`src/rtl/ulsm_pkg.sv`:
```
package ulsm_pkg;
  typedef enum logic [2:0] {
    ST_IDLE,
    ST_REQ0,
    ST_WAIT0,
    ST_REQ1,
    ST_WAIT1
  } ulsm_state_e;

  localparam int SIZE_CODE_W = 2;
endpackage

```
`src/rtl/ulsm_span.sv`:
```
module ulsm_span #(
  parameter int DW = 32
) (
  input  logic [$clog2(DW/8)-1:0]   off,
  input  logic [1:0]                size,
  output logic [$clog2(DW/8):0]     nbytes,
  output logic                      crosses,
  output logic                      misaligned
);
  localparam int BYTES = DW / 8;
  localparam int OFFW  = $clog2(BYTES);

  logic [OFFW:0] mask;
  logic [OFFW:0] end_pos;

  always_comb begin
    if (int'(size) >= OFFW) nbytes = (OFFW+1)'(BYTES);
    else                    nbytes = (OFFW+1)'(1) << size;
    mask       = nbytes - (OFFW+1)'(1);
    end_pos    = {1'b0, off} + nbytes;
    crosses    = end_pos > (OFFW+1)'(BYTES);
    misaligned = ({1'b0, off} & mask) != '0;
  end
endmodule

```
`src/rtl/ulsm_merge.sv`:
```
module ulsm_merge #(
  parameter int DW = 32
) (
  input  logic [DW-1:0]             lo_word,
  input  logic [DW-1:0]             hi_word,
  input  logic [$clog2(DW/8)-1:0]   off,
  input  logic [$clog2(DW/8):0]     nbytes,
  output logic [DW-1:0]             data
);
  localparam int BYTES = DW / 8;
  localparam int OFFW  = $clog2(BYTES);

  logic [DW-1:0] shifted;

  // low word moves down by the offset, high word fills in from above
  always_comb begin
    shifted = DW'({hi_word, lo_word} >> {off, 3'b000});
  end

  for (genvar b = 0; b < BYTES; b++) begin : g_byte
    assign data[b*8 +: 8] = ((OFFW+1)'(b) < nbytes) ? shifted[b*8 +: 8] : 8'h00;
  end
endmodule

```
`src/rtl/ulsm_ctrl.sv`:
```
module ulsm_ctrl
  import ulsm_pkg::*;
#(
  parameter int AW = 32,
  parameter int DW = 32
) (
  input  logic                      clk,
  input  logic                      rst,
  input  logic                      req_valid,
  output logic                      req_ready,
  input  logic [AW-1:0]             req_addr,
  input  logic                      trap_en,
  input  logic [$clog2(DW/8):0]     span_nbytes,
  input  logic                      span_cross,
  input  logic                      span_misal,
  output logic                      mem_req_valid,
  input  logic                      mem_req_ready,
  output logic [AW-1:0]             mem_req_addr,
  input  logic                      mem_rdata_valid,
  input  logic [DW-1:0]             mem_rdata,
  input  logic [DW-1:0]             merge_data,
  output logic [$clog2(DW/8)-1:0]   off_q,
  output logic [$clog2(DW/8):0]     nbytes_q,
  output logic [DW-1:0]             word0_q,
  output logic                      second_phase,
  output logic                      rsp_valid,
  output logic [DW-1:0]             rsp_data,
  output logic                      rsp_fault,
  output logic [1:0]                dbg_reads
);
  localparam int BYTES = DW / 8;
  localparam int OFFW  = $clog2(BYTES);

  ulsm_state_e state;
  logic        cross_q;

  assign req_ready    = (state == ST_IDLE) && !rsp_valid;
  assign second_phase = (state == ST_WAIT1);

  always_ff @(posedge clk) begin
    if (rst) begin
      state         <= ST_IDLE;
      mem_req_valid <= 1'b0;
      mem_req_addr  <= '0;
      rsp_valid     <= 1'b0;
      rsp_data      <= '0;
      rsp_fault     <= 1'b0;
      dbg_reads     <= 2'd0;
      off_q         <= '0;
      nbytes_q      <= '0;
      cross_q       <= 1'b0;
      word0_q       <= '0;
    end else begin
      rsp_valid <= 1'b0;
      case (state)
        ST_IDLE: begin
          if (req_valid && req_ready) begin
            off_q    <= req_addr[OFFW-1:0];
            nbytes_q <= span_nbytes;
            cross_q  <= span_cross;
            if (trap_en && span_misal) begin
              rsp_valid <= 1'b1;
              rsp_fault <= 1'b1;
              rsp_data  <= '0;
              dbg_reads <= 2'd0;
            end else begin
              mem_req_valid <= 1'b1;
              mem_req_addr  <= {req_addr[AW-1:OFFW], {OFFW{1'b0}}};
              state         <= ST_REQ0;
            end
          end
        end
        ST_REQ0: begin
          if (mem_req_ready) begin
            mem_req_valid <= 1'b0;
            state         <= ST_WAIT0;
          end
        end
        ST_WAIT0: begin
          if (mem_rdata_valid) begin
            word0_q <= mem_rdata;
            if (cross_q) begin
              mem_req_valid <= 1'b1;
              mem_req_addr  <= mem_req_addr + AW'(BYTES);
              state         <= ST_REQ1;
            end else begin
              rsp_valid <= 1'b1;
              rsp_fault <= 1'b0;
              rsp_data  <= merge_data;
              dbg_reads <= 2'd1;
              state     <= ST_IDLE;
            end
          end
        end
        ST_REQ1: begin
          if (mem_req_ready) begin
            mem_req_valid <= 1'b0;
            state         <= ST_WAIT1;
          end
        end
        ST_WAIT1: begin
          if (mem_rdata_valid) begin
            rsp_valid <= 1'b1;
            rsp_fault <= 1'b0;
            rsp_data  <= merge_data;
            dbg_reads <= 2'd2;
            state     <= ST_IDLE;
          end
        end
        default: state <= ST_IDLE;
      endcase
    end
  end

  AST_ALIGNED_ADDR: assert property (@(posedge clk) disable iff (rst)
    mem_req_valid |-> (mem_req_addr[OFFW-1:0] == '0));
  AST_HOLD_REQ: assert property (@(posedge clk) disable iff (rst)
    (mem_req_valid && !mem_req_ready) |=> (mem_req_valid && $stable(mem_req_addr)));
  AST_RSP_PULSE: assert property (@(posedge clk) disable iff (rst)
    rsp_valid |=> !rsp_valid);
  AST_NO_REQ_WHILE_DATA: assert property (@(posedge clk) disable iff (rst)
    mem_rdata_valid |-> !mem_req_valid);
endmodule

```
`src/rtl/unaligned_load_unit.sv`:
```
module unaligned_load_unit #(
  parameter int AW = 32,
  parameter int DW = 32
) (
  input  logic          clk,
  input  logic          rst,
  input  logic          req_valid,
  output logic          req_ready,
  input  logic [AW-1:0] req_addr,
  input  logic [1:0]    req_size,
  input  logic          trap_en,
  output logic          mem_req_valid,
  input  logic          mem_req_ready,
  output logic [AW-1:0] mem_req_addr,
  input  logic          mem_rdata_valid,
  input  logic [DW-1:0] mem_rdata,
  output logic          rsp_valid,
  output logic [DW-1:0] rsp_data,
  output logic          rsp_fault,
  output logic [1:0]    dbg_reads
);
  localparam int BYTES = DW / 8;
  localparam int OFFW  = $clog2(BYTES);

  logic [OFFW:0]   span_nbytes;
  logic            span_cross;
  logic            span_misal;
  logic [OFFW-1:0] off_q;
  logic [OFFW:0]   nbytes_q;
  logic [DW-1:0]   word0_q;
  logic            second_phase;
  logic [DW-1:0]   lo_word;
  logic [DW-1:0]   hi_word;
  logic [DW-1:0]   merge_data;

  ulsm_span #(.DW(DW)) span_i (
    .off        (req_addr[OFFW-1:0]),
    .size       (req_size),
    .nbytes     (span_nbytes),
    .crosses    (span_cross),
    .misaligned (span_misal)
  );

  assign lo_word = second_phase ? word0_q   : mem_rdata;
  assign hi_word = second_phase ? mem_rdata : '0;

  ulsm_merge #(.DW(DW)) merge_i (
    .lo_word (lo_word),
    .hi_word (hi_word),
    .off     (off_q),
    .nbytes  (nbytes_q),
    .data    (merge_data)
  );

  ulsm_ctrl #(.AW(AW), .DW(DW)) ctrl_i (
    .clk             (clk),
    .rst             (rst),
    .req_valid       (req_valid),
    .req_ready       (req_ready),
    .req_addr        (req_addr),
    .trap_en         (trap_en),
    .span_nbytes     (span_nbytes),
    .span_cross      (span_cross),
    .span_misal      (span_misal),
    .mem_req_valid   (mem_req_valid),
    .mem_req_ready   (mem_req_ready),
    .mem_req_addr    (mem_req_addr),
    .mem_rdata_valid (mem_rdata_valid),
    .mem_rdata       (mem_rdata),
    .merge_data      (merge_data),
    .off_q           (off_q),
    .nbytes_q        (nbytes_q),
    .word0_q         (word0_q),
    .second_phase    (second_phase),
    .rsp_valid       (rsp_valid),
    .rsp_data        (rsp_data),
    .rsp_fault       (rsp_fault),
    .dbg_reads       (dbg_reads)
  );

  // read bookkeeping used only by the properties below
  logic [1:0]    rd_cnt;
  logic [AW-1:0] last_rd_addr;

  always_ff @(posedge clk) begin
    if (rst) begin
      rd_cnt       <= 2'd0;
      last_rd_addr <= '0;
    end else if (req_valid && req_ready) begin
      rd_cnt <= 2'd0;
    end else if (mem_req_valid && mem_req_ready) begin
      rd_cnt       <= rd_cnt + 2'd1;
      last_rd_addr <= mem_req_addr;
    end
  end

  AST_FAULT_NO_READ: assert property (@(posedge clk) disable iff (rst)
    (rsp_valid && rsp_fault) |-> (rd_cnt == 2'd0));
  AST_READ_COUNT: assert property (@(posedge clk) disable iff (rst)
    (rsp_valid && !rsp_fault) |-> (rd_cnt == dbg_reads));
  AST_SECOND_WORD: assert property (@(posedge clk) disable iff (rst)
    (mem_req_valid && mem_req_ready && rd_cnt == 2'd1) |->
      (mem_req_addr == last_rd_addr + AW'(BYTES)));
endmodule

```
`config.mk`:
```
export PLATFORM = sky130hd
export DESIGN_NAME = unaligned_load_unit
export DESIGN_NICKNAME = d
export VERILOG_FILES = /design/src/rtl/ulsm_pkg.sv /design/src/rtl/ulsm_span.sv /design/src/rtl/ulsm_merge.sv /design/src/rtl/ulsm_ctrl.sv /design/src/rtl/unaligned_load_unit.sv
export SDC_FILE = /design/constraint.sdc
export NUM_CORES = 1
export LEC_CHECK = 0
export BUFFER_PORTS_ARGS = -buffer_cell sky130_fd_sc_hd__buf_4
export CORE_ASPECT_RATIO = 1.1
export CORE_MARGIN = 4
export CORE_UTILIZATION = 60
export DETAILED_ROUTE_END_ITERATION = 16
export GPL_ROUTABILITY_DRIVEN = 0
export HOLD_SLACK_MARGIN = 0.12
export PLACE_DENSITY_LB_ADDON = 0.12
export SYNTH_ARGS = -nofsm -noshare
export SYNTH_HDL_FRONTEND = slang
export SYNTH_HIERARCHICAL = 1
export SYNTH_SLANG_ARGS = --single-unit
```
`constraint.sdc`:
```
create_clock -name clk -period 3.95 [get_ports clk]
set_clock_uncertainty 0.15 [all_clocks]
set_input_delay 0.395 -clock clk [delete_from_list [all_inputs] [get_ports clk]]
set_output_delay 0.395 -clock clk [all_outputs]
set_load 0.03 [all_outputs]
```
==> run_results.csv <==
group,metric,value,unit
place,hpwl,12.7,mm
setup_path,critPathCaptureType,"flip-flop",
clocking,cts_made_buffers,9,
route,wl,18.3,mm
route,final_antenna_net_count,0,
route,via_count,6293,
sta,setup_viol,0,
setup_path,critPathSlowestCell,"buf_4",
sta,grt_setup_unrepaired,"no",
sta,worst_pin_slew,1.20,ns
final_layout,area_growth,17.5,%
final_layout,nets,956,
global_route,grt_pass1_wl,29.7,mm
clocking,cts_hold_buf,0,
place,io_buffers,139,
flow_run,max_cap_viol_count,0,
clocking,cts_root_buf,"clkbuf_16",
yosys,netlist_instances,791,
route,first_pass_iters,5,
run_status,outcome,"completed",
clocking,cts_tree,"yes",
setup_path,r2r_start,"ctrl_i/state[2]",
power_and_ir_drop,vdd_drop_max,238,uV
setup_path,startpoint_type,"flip-flop",
clocking,cts_resized,0,
route,avgRoutedWirePerCell,17.8,um
global_route,grt_pass1_vias,5954,
sta,period_needed,3.07,ns
yosys,synth.avg_cell_area,8.47,um^2
sta,setup_tns,0,ns
sta,slew_headroom,0.199,
setup_path,crit_buf_inv,2,
clocking,clkSlewWorstSetupHoldPaths,0.08,ns
route,drt-initial-drc-count,524,
global_route,overflow,0,
final_layout,antenna_cells,0,
sta,fin_crit_sh,0.778,
power_and_ir_drop,leakage,2.99,nW
clocking,cts_max_level,3,
worst_hold_path,holdPathStages,3,
floorplan,core,10900,um^2
sta,final_hold_viol_count,0,
worst_hold_path,min-delay-start,"req_addr[31]",
setup_path,cp_top_family,"multiplexers",
power_and_ir_drop,power,2.70,mW
clocking,clk_path_buf_depth,2,
setup_path,crit_fanout,58,
floorplan,rows,40,
worst_hold_path,hp-class,"input pin to flip-flop",
setup_path,worstSetupPathType,"flip-flop to flip-flop",
global_route,grt_use_total,0.282,
route,drt-vias-per-instance,6.10,
worst_hold_path,min_to,"ctrl_i/mem_req_addr[31]",
global_route,antenna_found_initial,0,
setup_path,worstPathCellList,"inv_1 -> nor3_2 -> buf_4 -> mux2_2 -> mux4_2 -> and2_1 -> nand3_1 -> o21ai_0",
setup_path,slowest_delay,0.62,ns
floorplan,initial_core_util,0.614,
setup_path,worstPathArrival,3.13,ns
setup_path,crit_required,4.00,ns
clocking,cts_sinks,108,
clocking,post_cts.repair.setup_buffers,0,
yosys,synthesis.area,6700,um^2
sta,slew_viol_final,0,
floorplan,dieArea,12900,um^2
setup_path,reg2regPathDepth,8,
yosys,ys_warn_count,6,
power_and_ir_drop,power_density,343,nW/um^2
route,route.detailed.drc,0,
clocking,insertion_delay,0.34,ns
floorplan,ios,142,
floorplan,die_w,109,um
sta,fmax,0.325,GHz
setup_path,reg2reg_to,"ctrl_i/rsp_data[7]",
final_layout,final_layout_size_suffix_gt1_frac,0.275,
floorplan,die_h,119,um
setup_path,r2r_setup_slack,0.88,ns
global_route,grt_max_degree,77,
==> worst register-to-register path, cell delays in order (launching register included) <==
cell	delay (ns)
dfxtp_1	0.53
inv_1	0.16
nor3_2	0.19
buf_4	0.62
mux2_2	0.47
mux4_2	0.48
and2_1	0.18
nand3_1	0.07
o21ai_0	0.09
==> registers in the layout (all words and copies together) (netlist names) <==
signal                count
ctrl_i/rsp_data          32
ctrl_i/word0_q           32
ctrl_i/mem_req_addr      30
ctrl_i/nbytes_q           3
ctrl_i/state              3
ctrl_i/dbg_reads          2
ctrl_i/off_q              2
ctrl_i/cross_q            1
ctrl_i/mem_req_valid      1
ctrl_i/rsp_fault          1
ctrl_i/rsp_valid          1
==> worst max path at each step <==
stage,start,to,slack [ns],cells after the start
floorplan,ctrl_i/state[1],ctrl_i/cross_q,1.14,5
global route,ctrl_i/state[2],ctrl_i/rsp_data[31],0.69,8
detailed placement,ctrl_i/state[2],ctrl_i/rsp_data[7],0.91,8
global placement,req_size[1],ctrl_i/mem_req_addr[3],0.98,11
CTS,ctrl_i/state[2],ctrl_i/rsp_data[7],0.89,8
finish,ctrl_i/state[2],ctrl_i/rsp_data[7],0.88,8
==> power breakdown <==
group | leakage (nW) | switching, mW | internal, mW | total, mW
logic | 1.98 | 0.363 | 0.288 | 0.651
clock network | 0.133 | 0.396 | 0.426 | 0.821
registers | 0.876 | 0.0879 | 1.14 | 1.23
==> per-layer routing <==
| metal | part of all wire | track usage |
|---|---|---|
| met1 | 0.43 | 0.407 |
| met2 | 0.47 | 0.444 |
| met3 | 0.086 | 0.0444 |
| met4 | 0.014 | 0.0679 |
| met5 | 0 | 0 |
==> area by class of cell <==
class                   count  area [um^2]
flip-flops and latches    108         2160
clock inverters             5         28.8
fillers                   863         3030
multi-input cells         606         4130
repair buffers            148         1110
inverters                   7         26.3
clock buffers              11          233
well taps                 147          184
==> metrics by stage <==
step	setup WS [ns]	hold WS (ns)	util	area, um^2	instances
floorplan	1.14	0.283	-	6710	792
global placement	0.975	0.287	0.698	7610	1016
detailed placement	0.908	0.292	0.698	7610	1016
CTS	0.890	0.147	0.722	7880	1032
global route	0.686	0.166	0.722	7880	1032
finish	0.877	0.159	0.722	7880	1032
==> cell usage in the layout, fill, tap and decap left out, drive strengths merged, types with 9 or more instances in the layout <==
master	instances
a21o	9
a21oi	66
a31oi	13
and2	66
buf	148
clkbuf	11
dfxtp	108
mux2	32
mux4	32
nand2	130
nand3	53
nand4	12
nor2	32
nor3	19
o21ai	59
No activity file was read; power rests on OpenSTA's default activity.
